### src/rtl/bsw_pkg.sv
package bsw_pkg;

    typedef enum logic [1:0] {
        SEQ_IDLE   = 2'd0,
        SEQ_DELAY  = 2'd1,
        SEQ_STROBE = 2'd2
    } seq_state_e;

    typedef struct packed {
        logic last_lvl;
        logic tx_mode;
        logic tx_pend;
        logic rx_pend;
        logic phase;
        logic tx_data;
        logic tx_pop;
        logic rx_bit;
        logic rx_valid;
    } ctl_state_t;

endpackage

### src/rtl/bsw_bit_sync.sv
module bsw_bit_sync #(
    parameter int STAGES = 2
) (
    input  logic clk,
    input  logic rst_n,
    input  logic d,
    output logic q
);
    logic [STAGES-1:0] sh_d, sh_q;

    generate
        if (STAGES > 1) begin : g_chain
            always_comb sh_d = {sh_q[STAGES-2:0], d};
        end else begin : g_single
            always_comb sh_d = d;
        end
    endgenerate

    always_ff @(posedge clk or negedge rst_n) begin
        if (!rst_n) sh_q <= '0;
        else        sh_q <= sh_d;
    end

    assign q = sh_q[STAGES-1];
endmodule

### src/rtl/bsw_strobe_seq.sv
module bsw_strobe_seq
    import bsw_pkg::*;
#(
    parameter int DLY_CYC = 26,
    parameter int STB_CYC = 2
) (
    input  logic clk,
    input  logic rst_n,
    input  logic start_tx,
    input  logic start_rx,
    output logic busy,
    output logic strobe,
    output logic done_rx
);
    localparam int MAXV  = (DLY_CYC > STB_CYC) ? DLY_CYC : STB_CYC;
    localparam int CNT_W = $clog2(MAXV + 1);

    typedef struct packed {
        seq_state_e       state;
        logic [CNT_W-1:0] cnt;
        logic             kind_rx;
    } seq_t;

    seq_t seq_d, seq_q;

    always_comb begin
        seq_d   = seq_q;
        done_rx = 1'b0;
        case (seq_q.state)
            SEQ_IDLE: begin
                if (start_tx) begin
                    seq_d.state   = SEQ_STROBE;
                    seq_d.cnt     = CNT_W'(STB_CYC - 1);
                    seq_d.kind_rx = 1'b0;
                end else if (start_rx) begin
                    seq_d.state   = SEQ_DELAY;
                    seq_d.cnt     = CNT_W'(DLY_CYC - 1);
                    seq_d.kind_rx = 1'b1;
                end
            end
            SEQ_DELAY: begin
                if (seq_q.cnt == '0) begin
                    seq_d.state = SEQ_STROBE;
                    seq_d.cnt   = CNT_W'(STB_CYC - 1);
                end else begin
                    seq_d.cnt = seq_q.cnt - 1'b1;
                end
            end
            SEQ_STROBE: begin
                if (seq_q.cnt == '0) begin
                    seq_d.state = SEQ_IDLE;
                    done_rx     = seq_q.kind_rx;
                end else begin
                    seq_d.cnt = seq_q.cnt - 1'b1;
                end
            end
            default: seq_d.state = SEQ_IDLE;
        endcase
    end

    always_ff @(posedge clk or negedge rst_n) begin
        if (!rst_n) seq_q <= '{state: SEQ_IDLE, cnt: '0, kind_rx: 1'b0};
        else        seq_q <= seq_d;
    end

    assign busy   = (seq_q.state != SEQ_IDLE);
    assign strobe = (seq_q.state == SEQ_STROBE);

    AST_START_WHEN_IDLE: assert property (@(posedge clk) disable iff (!rst_n)
        (start_tx || start_rx) |-> !busy);

    AST_ONE_START: assert property (@(posedge clk) disable iff (!rst_n)
        $onehot0({start_tx, start_rx}));
endmodule

### src/rtl/bitstream_mode_switcher.sv
module bitstream_mode_switcher
    import bsw_pkg::*;
#(
    parameter int   DLY_CYC     = 26,
    parameter int   STB_CYC     = 2,
    parameter int   SYNC_STAGES = 2,
    parameter logic EVEN_PHASE  = 1'b1
) (
    input  logic clk,
    input  logic rst_n,
    input  logic bclk_in,
    input  logic duplex,
    input  logic tx_bit,
    input  logic tx_ready,
    output logic tx_pop,
    output logic tx_data,
    input  logic rx_data_in,
    output logic rx_bit,
    output logic rx_valid,
    input  logic to_tx_req,
    input  logic to_rx_req,
    output logic tx_mode,
    output logic strobe
);
    ctl_state_t ctl_d, ctl_q;
    logic bclk_s, busy, done_rx, start_tx, start_rx, edge_ev, nphase;

    bsw_bit_sync #(.STAGES(SYNC_STAGES)) u_sync (
        .clk(clk), .rst_n(rst_n), .d(bclk_in), .q(bclk_s)
    );

    bsw_strobe_seq #(.DLY_CYC(DLY_CYC), .STB_CYC(STB_CYC)) u_seq (
        .clk(clk), .rst_n(rst_n), .start_tx(start_tx), .start_rx(start_rx),
        .busy(busy), .strobe(strobe), .done_rx(done_rx)
    );

    always_comb begin
        ctl_d          = ctl_q;
        ctl_d.tx_pop   = 1'b0;
        ctl_d.rx_valid = 1'b0;
        start_tx       = 1'b0;
        start_rx       = 1'b0;
        nphase         = ctl_q.phase;

        if (done_rx) begin
            ctl_d.tx_mode = 1'b0;
            ctl_d.rx_pend = 1'b0;
            ctl_d.phase   = ~EVEN_PHASE;
        end else begin
            if (to_tx_req && !ctl_q.tx_mode) begin
                ctl_d.tx_mode = 1'b1;
                ctl_d.tx_pend = 1'b1;
            end
            if (to_rx_req && ctl_q.tx_mode) begin
                ctl_d.rx_pend = 1'b1;
            end
        end

        edge_ev = (bclk_s != ctl_q.last_lvl) && !busy;
        if (edge_ev) begin
            ctl_d.last_lvl = bclk_s;
            if (!bclk_s && ctl_q.tx_mode) begin
                ctl_d.tx_data = tx_ready & tx_bit;
                ctl_d.tx_pop  = tx_ready;
                nphase        = ~ctl_q.phase;
                if (ctl_q.tx_pend) begin
                    start_tx      = 1'b1;
                    ctl_d.tx_pend = 1'b0;
                    nphase        = EVEN_PHASE;
                end else if (ctl_q.rx_pend && (nphase == EVEN_PHASE)) begin
                    start_rx = 1'b1;
                end
                ctl_d.phase = nphase;
            end
            if (bclk_s && !ctl_q.tx_mode && !duplex) begin
                ctl_d.rx_bit   = rx_data_in;
                ctl_d.rx_valid = 1'b1;
            end
        end
    end

    always_ff @(posedge clk or negedge rst_n) begin
        if (!rst_n) begin
            ctl_q          <= '0;
            ctl_q.phase    <= ~EVEN_PHASE;
        end else begin
            ctl_q <= ctl_d;
        end
    end

    assign tx_pop   = ctl_q.tx_pop;
    assign tx_data  = ctl_q.tx_data;
    assign rx_bit   = ctl_q.rx_bit;
    assign rx_valid = ctl_q.rx_valid;
    assign tx_mode  = ctl_q.tx_mode;

    AST_POP_ONLY_TX: assert property (@(posedge clk) disable iff (!rst_n)
        tx_pop |-> $past(tx_mode));

    AST_NO_RX_IN_DUPLEX: assert property (@(posedge clk) disable iff (!rst_n)
        rx_valid |-> !$past(duplex));

    AST_HOLD_OFF: assert property (@(posedge clk) disable iff (!rst_n)
        busy |=> (!tx_pop && !rx_valid));

    AST_TX_END_AFTER_STROBE: assert property (@(posedge clk) disable iff (!rst_n)
        $fell(tx_mode) |-> $past(strobe));

    AST_STROBE_IN_TX: assert property (@(posedge clk) disable iff (!rst_n)
        $rose(strobe) |-> tx_mode);
endmodule

### config.mk
export PLATFORM = sky130hd
export DESIGN_NAME = bitstream_mode_switcher
export DESIGN_NICKNAME = d
export VERILOG_FILES = /design/src/rtl/bsw_pkg.sv /design/src/rtl/bsw_bit_sync.sv /design/src/rtl/bsw_strobe_seq.sv /design/src/rtl/bitstream_mode_switcher.sv
export SDC_FILE = /design/constraint.sdc
export NUM_CORES = 1
export LEC_CHECK = 0
export ABC_AREA = 1
export CELL_PAD_IN_SITES_DETAIL_PLACEMENT = 0
export CELL_PAD_IN_SITES_GLOBAL_PLACEMENT = 2
export CORE_MARGIN = 1.5
export CORE_UTILIZATION = 33
export CTS_CLUSTER_SIZE = 24
export DETAILED_ROUTE_END_ITERATION = 10
export PLACE_DENSITY_LB_ADDON = 0.1
export SLEW_MARGIN = 5
export SYNTH_ARGS = -nofsm -noshare
export SYNTH_HDL_FRONTEND = slang
export SYNTH_SLANG_ARGS = --single-unit
### constraint.sdc
create_clock -name clk -period 4.22 [get_ports clk]
set_clock_uncertainty 0.15 [all_clocks]
set_input_delay 0.844 -clock clk [delete_from_list [all_inputs] [get_ports clk]]
set_output_delay 0.844 -clock clk [all_outputs]
set_load 0.02 [all_outputs]
# Word-level counts from Yosys, hierarchy flattened
# Cells that the tools add are included.
totals:
  register_bits: 19
  input_bits: 9
  output_inout_bits: 6
  wordCells: 76
classes:
  addsub: 1
  n_eq_ne: 7
  muxes: 30
  n_bitwise: 2
  reduce_logical: 23
ops:
  columns: ["operator", "count"]
  rows:
  - ["two-way mux 1 bit", 18]
  - ["two-way mux 8 bit", 2]
  - ["two-way mux 5 bit", 3]
  - ["case mux 5 bit (3 select lines)", 1]
  - ["two-way mux 2 bit", 4]
  - ["nonzero test 2 bit", 4]
  - ["logical AND 1 bit", 7]
  - ["case mux 2 bit (3 select lines)", 1]
  - ["AND reduction 2 bit", 3]
  - ["AND reduction 3 bit", 2]
  - ["zero test 5 bit", 1]
  - ["subtractor 5 x 1 -> 5 bit (second input constant)", 1]
  - ["zero test 1 bit", 4]
  - ["!= test 2 x 1 -> 1 bit (second input constant)", 2]
  - ["two-way mux 3 bit", 1]
  - ["!= test 3 bit (second input constant)", 1]
  - ["nonzero test 3 bit", 1]
  - ["equality test 2 x 1 -> 1 bit (second input constant)", 1]
  - ["equality test 2 bit (second input constant)", 1]
  - ["zero test 2 bit", 1]
  - ["!= test 2 bit (second input constant)", 1]
  - ["bitwise AND 1 bit", 1]
  - ["!= test 1 bit", 1]
  - ["NOT 1 bit", 1]

# Longest topological paths before layout
# Gate-level depths: netlist of the first run.
logic_depth:
  depth_word: 9
  ltp_mapped: 10
  mapped_depth_nobuf: 10

# Modules after synthesis
# Synthesis of the first run repeated with hierarchy kept, for this count alone.
hier_totals:
  cells_unflattened: 137
  hier_area_um2: 1086.0
by_module_without_submodules:
  columns: ["module", "n_inst", "cells_each", "area_each_um2", "seq_area_each_um2"]
  rows:
  - ["bsw_strobe_seq", 1, 80, 591.8, 200.2]
  - ["bitstream_mode_switcher", 1, 55, 444.2, 225.2]
  - ["bsw_bit_sync", 1, 2, 50.0, 50.0]

# Worst setup path before layout of the first run
# OpenSTA, ideal clock, no wires.
synth_timing:
  path_type: "register to output"
  startpoint: "register u_seq.seq_q[6] (netlist bit)"
  endpoint: "output strobe"
  arrival_time_ns: 0.749
  required_time_ns: 3.226
  setup_slack_ns: 2.477
  path_stages_with_launch: 3
  path_buffers: 0
  path_cell_list: "dfrtp_1 inv_1 ha_1"
synth_via:
  elab_chain_cells: 1
synth_lines:
  columns: ["element", "line", "source"]
  rows:
  - ["from (decl)", "bsw_strobe_seq.sv:24", "seq_t seq_d, seq_q;"]
  - ["from (signal assigned)", "bsw_strobe_seq.sv:62", "if (!rst_n) seq_q <= '{state: SEQ_IDLE, cnt: '0, kind_rx: 1'b0};"]
  - ["from (signal assigned)", "bsw_strobe_seq.sv:63", "else seq_q <= seq_d;"]
  - ["equality test 2 bit", "bsw_strobe_seq.sv:67", "assign strobe = (seq_q.state == SEQ_STROBE);"]
  - ["to (decl)", "bitstream_mode_switcher.sv:23", "output logic strobe"]
# Every way passes these cells.

# Worst setup path after layout of the first run
# Same ends and word-level chain as after synthesis.

==> results.ini, run 1 <==
[outcome]
outcome = complete, no violations

[timing]
setup_violations = 0
finalCriticalPeriod_ns = 2.62
max_slew_margin = 0.435
fmax_ghz = 0.382
tightest_slew_ns = 0.845
fin_crit_sh = 0.620
finalMaxSlewViolations = 0
rsz0062_at_grt = false
setup_ws_ns = 1.60
hold_viol_final = 0
finalSetupTns_ns = 0

[worst_setup_path]
critPathLaunch = u_seq.seq_q[6]
reg2reg_slack_ns = 2.34
timing.rr.end = u_seq.seq_q[4]
timing.critical_path.arrival_ns = 1.62
cp.required_ns = 3.23
r2r_cells = 9
worstSetupStartpointType = register
r2r_start = u_seq.seq_q[7]
path_cells = inv_1 -> ha_1 -> clkdlybuf4s50_1
worstPathMaxFanout = 4
critPathSlowestCell = clkdlybuf4s50_1
slowest_delay_ns = 0.61
worstSetupPathType = register to output port
crit_path_end_kind = output port

[power]
power.density_nw_per_um2 = 710
p_leak_nw = 0.593
irDropWorstVdd_uv = 249
p_total_w = 0.000854

[floorplan]
die_h_um = 58.0
start_util = 0.355
rows = 19
core_um2 = 2810
die-area_um2 = 3360
io_pins = 15
die_w_um = 58.0

[synthesis]
synthArstFlopShare = 1.00
netlist_instances = 123
synth_ff_type = dfrtp_1
synthTopCellsByArea = dfrtp_1, nand2_1, inv_1
synth_edf_count = 0
synth_cell_type_count = 21
yosys_warnings = 0
synth_common_cells = nand2_1, dfrtp_1, inv_1
synth.most_common_cell = nand2_1
synth_nets = 137
synth_seq_cells = 19
synth_top_area_frac = 0.477
yosysSeqAreaShare = 0.477
syn_area_per_cell_um2 = 8.11
synth_area_leader_cell = dfrtp_1
syn_area_um2 = 997

[grt]
antenna_found_initial = 0
grt_pass1_wl_mm = 3.33
grt_max_degree = 20
overflow = 0
grt_usage = 0.128
grt_pass1_vias = 727

[place]
placed_cell_area_um2 = 1180
gp_congestion = 0.760
dp_slack_ns = 1.93
port_buffers = 14
hpwlAfterDp_mm = 1.51

[finish]
nets = 156
design_area_um2 = 1200
drive_above_1_share = 0.0993
diodes = 0
syn2layout_area_growth_pct = 20.7

[min_path]
hp-class = register to register
min-delay-start = u_sync.sh_q[0]
min_to = u_sync.sh_q[1]
hold_path_depth = 0

[clocking]
clk_latency_ns = 0.30
cts_tree = yes
htreeDepth = 1
cts_root_buf = clkbuf_4
ctsHoldBuffers = 0
postCtsSetupBuffers = 0
clockBufferDepth = 2
cts_sinks = 19
clk_pin_slew_ns = 0.11
cts_resized = 0
numCtsBuffers = 3

[route]
first_iter_violations = 35
drc = 0
wire_per_inst_um = 11.4
avgViaCountPerCell = 4.83
antenna_left = 0
vias = 831
drt_wl_total_mm = 1.96
first_pass_iters = 7

[job]
drv_cap = 0

==> metal layers <==
layer / global-route usage / share of wire
met1: 0.175 / 0.50
met2: 0.205 / 0.45
met3: 0.0469 / 0.049
met4: 0.00997 / 0
met5: 0 / 0
==> power breakdown <==
| group | internal, W | switching, W | total, W | leakage [nW] |
|---|---|---|---|---|
| registers | 0.000249 | 0.0000557 | 0.000304 | 0.231 |
| clock network | 0.0000353 | 0.0000555 | 0.0000909 | 0.0177 |
| logic | 0.000175 | 0.000285 | 0.000459 | 0.344 |
| total | 0.000458 | 0.000396 | 0.000854 | 0.593 |
==> critical path, delay by kind of cell (launching register included) <==
| family | cells | cell delay, ns |
|---|---|---|
| buf+inv | 2 | 0.70 |
| fa+ha+maj | 1 | 0.19 |
| flops | 1 | 0.43 |
==> cell type report <==
class	count	area, um^2
multi-input combinational	84	442
tap	31	38.8
clock buffer	3	22.5
fill	290	1600
sequential	19	475
clock inverter	1	5.00
timing repair buffer	14	140
inverter	20	80.1
==> logic make-up after synthesis <==
family                     Yosys count  share of synthesized area
and+or+nand+nor                     60                      0.276
AOI/OAI and AO/OA                   18                     0.0954
xor gates and xnor gates             1                    0.00878
DFF                                 19                      0.477
buffers and inverters               20                     0.0803
adders and majority gates            5                     0.0627
==> how the worst max path moves through the flow <==
| stage | endpoint | slack [ns] | depth (start not counted) |
|---|---|---|---|
| after global placement | strobe | 1.96 | 3 |
| after detailed placement | strobe | 1.93 | 3 |
| after global routing | strobe | 1.51 | 3 |
| after CTS | strobe | 1.57 | 3 |
| after floorplan | strobe | 2.48 | 2 |
| final | strobe | 1.60 | 3 |
==> sequential cells by signal (all words and copies together) (netlist names) <==
name and cells:
u_seq.seq_q 8, ctl_q 4, u_sync.sh_q 2, rx_bit 1, rx_valid 1, tx_data 1
tx_mode 1, tx_pop 1
==> per-stage QoR <==
stage / util / hold WS [ns] / std cells
after floorplan: - / 0.181 / 123
after global placement: 0.419 / 0.189 / 168
after detailed placement: 0.419 / 0.197 / 168
after CTS: 0.429 / 0.222 / 172
after global routing: 0.429 / 0.234 / 172
final: 0.429 / 0.217 / 172
==> layout by cell type, fill, tap and decap left out <==
cell type	n
nand3_1	5
nand4_2	1
nand4_1	4
clkinv_4	1
nand2_2	1
o21ai_1	3
clkbuf_4	3
ha_1	5
nor3_1	2
nor2_1	9
clkinv_2	1
nand2_1	34
xor2_1	1
o21ai_0	10
inv_2	2
a21oi_1	4
nor2_4	1
inv_1	17
a22o_2	1
dfrtp_1	19
clkdlybuf4s50_1	14
nand2_4	1
or2_2	1
nor2_2	1
Note: power is estimated with default switching activity, not from simulation.
==> run 2: changes to the inputs <==
--- a/config.mk
+++ b/config.mk
@@ -9,7 +9,7 @@
 export CELL_PAD_IN_SITES_DETAIL_PLACEMENT = 0
 export CELL_PAD_IN_SITES_GLOBAL_PLACEMENT = 2
 export CORE_MARGIN = 1.5
-export CORE_UTILIZATION = 33
+export CORE_UTILIZATION = 30
 export CTS_CLUSTER_SIZE = 24
 export DETAILED_ROUTE_END_ITERATION = 10
 export PLACE_DENSITY_LB_ADDON = 0.1
==> constraint.sdc (replaced) <==
create_clock -name clk -period 2.75 [get_ports clk]
set_clock_uncertainty 0.15 [all_clocks]
set_input_delay 0.55 -clock clk [delete_from_list [all_inputs] [get_ports clk]]
set_output_delay 0.55 -clock clk [all_outputs]
set_load 0.02 [all_outputs]
==> run 2 against run 1 <==
- utilization shrank 3.4 points
- die area is 9.5% higher
- clock-buffer cell count up 1
- via count grew 1.3%
- hold slack worse by 0.0034 ns
- register-to-register slack lost 1.4 ns
- non-clock buffer count up 1
- wire length rose by 5.5%
==> results.ini, run 2 (synthesis results as in run 1) <==
[timing]
finalCriticalPeriod_ns = 2.30
fin_crit_sh = 0.837
setup_violations = 0  ; unchanged
finalSetupTns_ns = 0  ; unchanged
hold_viol_final = 0  ; unchanged
max_slew_margin = 0.828  ; was 0.435
fmax_ghz = 0.434
tightest_slew_ns = 0.258  ; was 0.845 ns
rsz0062_at_grt = false  ; unchanged
finalMaxSlewViolations = 0  ; unchanged

[finish]
mostFrequentLayoutCell = nand2_1  ; unchanged
fin_util = 0.395  ; was 0.429
final_cells = 186  ; was 172
final_cell_mix = nand2_1, dfrtp_1, inv_1, clkdlybuf4s50_1, o21ai_0  ; unchanged
syn2layout_area_growth_pct = 23.0  ; was 20.7%
largest_reg_flops = 8  ; unchanged
largest_registers = u_seq.seq_q: 8 flops, ctl_q: 4 flops, u_sync.sh_q: 2 flops  ; unchanged
drive_above_1_share = 0.0986  ; was 0.0993
diodes = 0  ; unchanged
nets = 157  ; was 156
largest-register = u_seq.seq_q  ; unchanged
design_area_um2 = 1230  ; was 1200 um^2

[grt]
grt_max_degree = 20  ; unchanged
antenna_found_initial = 0  ; unchanged
grt_pass1_vias = 844  ; was 727
overflow = 0  ; unchanged
grt_usage = 0.131  ; was 0.128
grt_pass1_wl_mm = 3.55  ; was 3.33 mm

[floorplan]
start_util = 0.321  ; was 0.355
die_h_um = 60.7  ; was 58.0 um
die_w_um = 60.7  ; was 58.0 um
io_pins = 15  ; unchanged
core_um2 = 3100  ; was 2810 um^2
die-area_um2 = 3680  ; was 3360 um^2
rows = 20  ; was 19

[worst_setup_path]
critPathLaunch = u_seq.seq_q[6]  ; unchanged
crit_path_end_kind = output port  ; unchanged
path_cells = inv_1 -> ha_1 -> clkdlybuf4s50_1  ; unchanged
crit_family = buffers and inverters  ; unchanged
slowest_delay_ns = 0.61  ; about the same
worstPathMaxFanout = 4  ; unchanged
worstSetupStartpointType = register  ; unchanged
worstSetupPathType = register to output port  ; unchanged
timing.critical_path.arrival_ns = 1.60  ; was 1.62 ns
r2r_start = u_seq.seq_q[6]  ; was u_seq.seq_q[7]
cp.required_ns = 2.05  ; was 3.23 ns
critPathSlowestCell = clkdlybuf4s50_1  ; unchanged
critPathBufInv = 2  ; unchanged

[clocking]
numCtsBuffers = 3  ; unchanged
cts_resized = 0  ; unchanged
clk_pin_slew_ns = 0.11  ; about the same
ctsHoldBuffers = 0  ; unchanged
cts_root_buf = clkbuf_4  ; unchanged
htreeDepth = 1  ; unchanged
cts_sinks = 19  ; unchanged
clk_latency_ns = 0.29  ; was 0.30 ns
clockBufferDepth = 2  ; unchanged
postCtsSetupBuffers = 0  ; unchanged
cts_tree = yes  ; unchanged

[route]
avgViaCountPerCell = 4.53  ; was 4.83
antenna_left = 0  ; unchanged
vias = 842  ; was 831
drt_wl_total_mm = 2.07  ; was 1.96 mm
wire_per_inst_um = 11.1  ; was 11.4 um
first_iter_violations = 32  ; was 35
drc = 0  ; unchanged
first_pass_iters = 4  ; was 7

[power]
power.density_nw_per_um2 = 1070  ; was 710 nW/um^2
p_leak_nw = 0.595  ; was 0.593 nW
irDropWorstVdd_uv = 362  ; was 249 uV

[place]
placed_cell_area_um2 = 1200  ; was 1180 um^2
gp_congestion = 0.755  ; was 0.760
hpwlAfterDp_mm = 1.60  ; was 1.51 mm
dp.cells = 182  ; was 168
port_buffers = 14  ; unchanged

[min_path]
hp-class = register to register  ; unchanged
min-delay-start = u_sync.sh_q[0]  ; unchanged

[outcome]
outcome = complete, no violations  ; unchanged

[job]
drv_cap = 0  ; unchanged

-- run 2: final cells by class --
cell class,count,area (um^2)
clock buffers,4,26.3
fillers,370,1880
inverters,20,80.1
multi-input cells,84,442
flip-flops and latches,19,475
well taps,44,55.1
repair buffers,15,148
-- run 2: report_power, final --
part | internal, W | leakage (nW) | switching (W)
registers | 0.000381 | 0.231 | 0.0000836
logic | 0.000269 | 0.349 | 0.000440
clock network | 0.0000563 | 0.0150 | 0.0000847
total | 0.000706 | 0.595 | 0.000608
-- run 2: through the flow --
step,worst slack (ns),power [W],hold slack (ns)
after floorplan,1.19,0.000986,0.104
after global placement,0.791,0.00118,0.197
after detailed placement,0.766,0.00119,0.194
after CTS,0.420,0.00134,0.220
after global routing,0.335,0.00147,0.235
final,0.448,0.00131,0.214
-- run 2: final timing paths --
check	cells after the start	slack, ns	end
worst max-delay path	3	0.45	strobe
worst min-delay path	0	0.21	u_sync.sh_q[1]
worst max register to register	9	0.94	u_seq.seq_q[4]
worst min register to register	0	0.21	u_sync.sh_q[1]
max in group asynchronous	2	1.81	rx_bit
min in group asynchronous	2	0.44	rx_valid
-- run 2: layer usage --
| metal | global-route usage | vias to the layer above | wire length (um) |
|---|---|---|---|
| met1 | 0.155 | 403 | 968 |
| met2 | 0.230 | 10 | 1020 |
| met4 | 0.0559 | 0 | 19 |
| met5 | 0 | - | 0 |
| li1 | - | 427 | - |
| met3 | 0.0256 | 2 | 63 |
-- run 2: worst reg2reg max path, cell delays in order, from the launching register on --
cell and delay, ns:
dfrtp_1 0.43, inv_1 0.09, ha_1 0.27, nand4_2 0.22, nor2_2 0.24, inv_2 0.06, nand2_1 0.06, o21ai_0 0.08
nand2_1 0.06, nand2_1 0.04
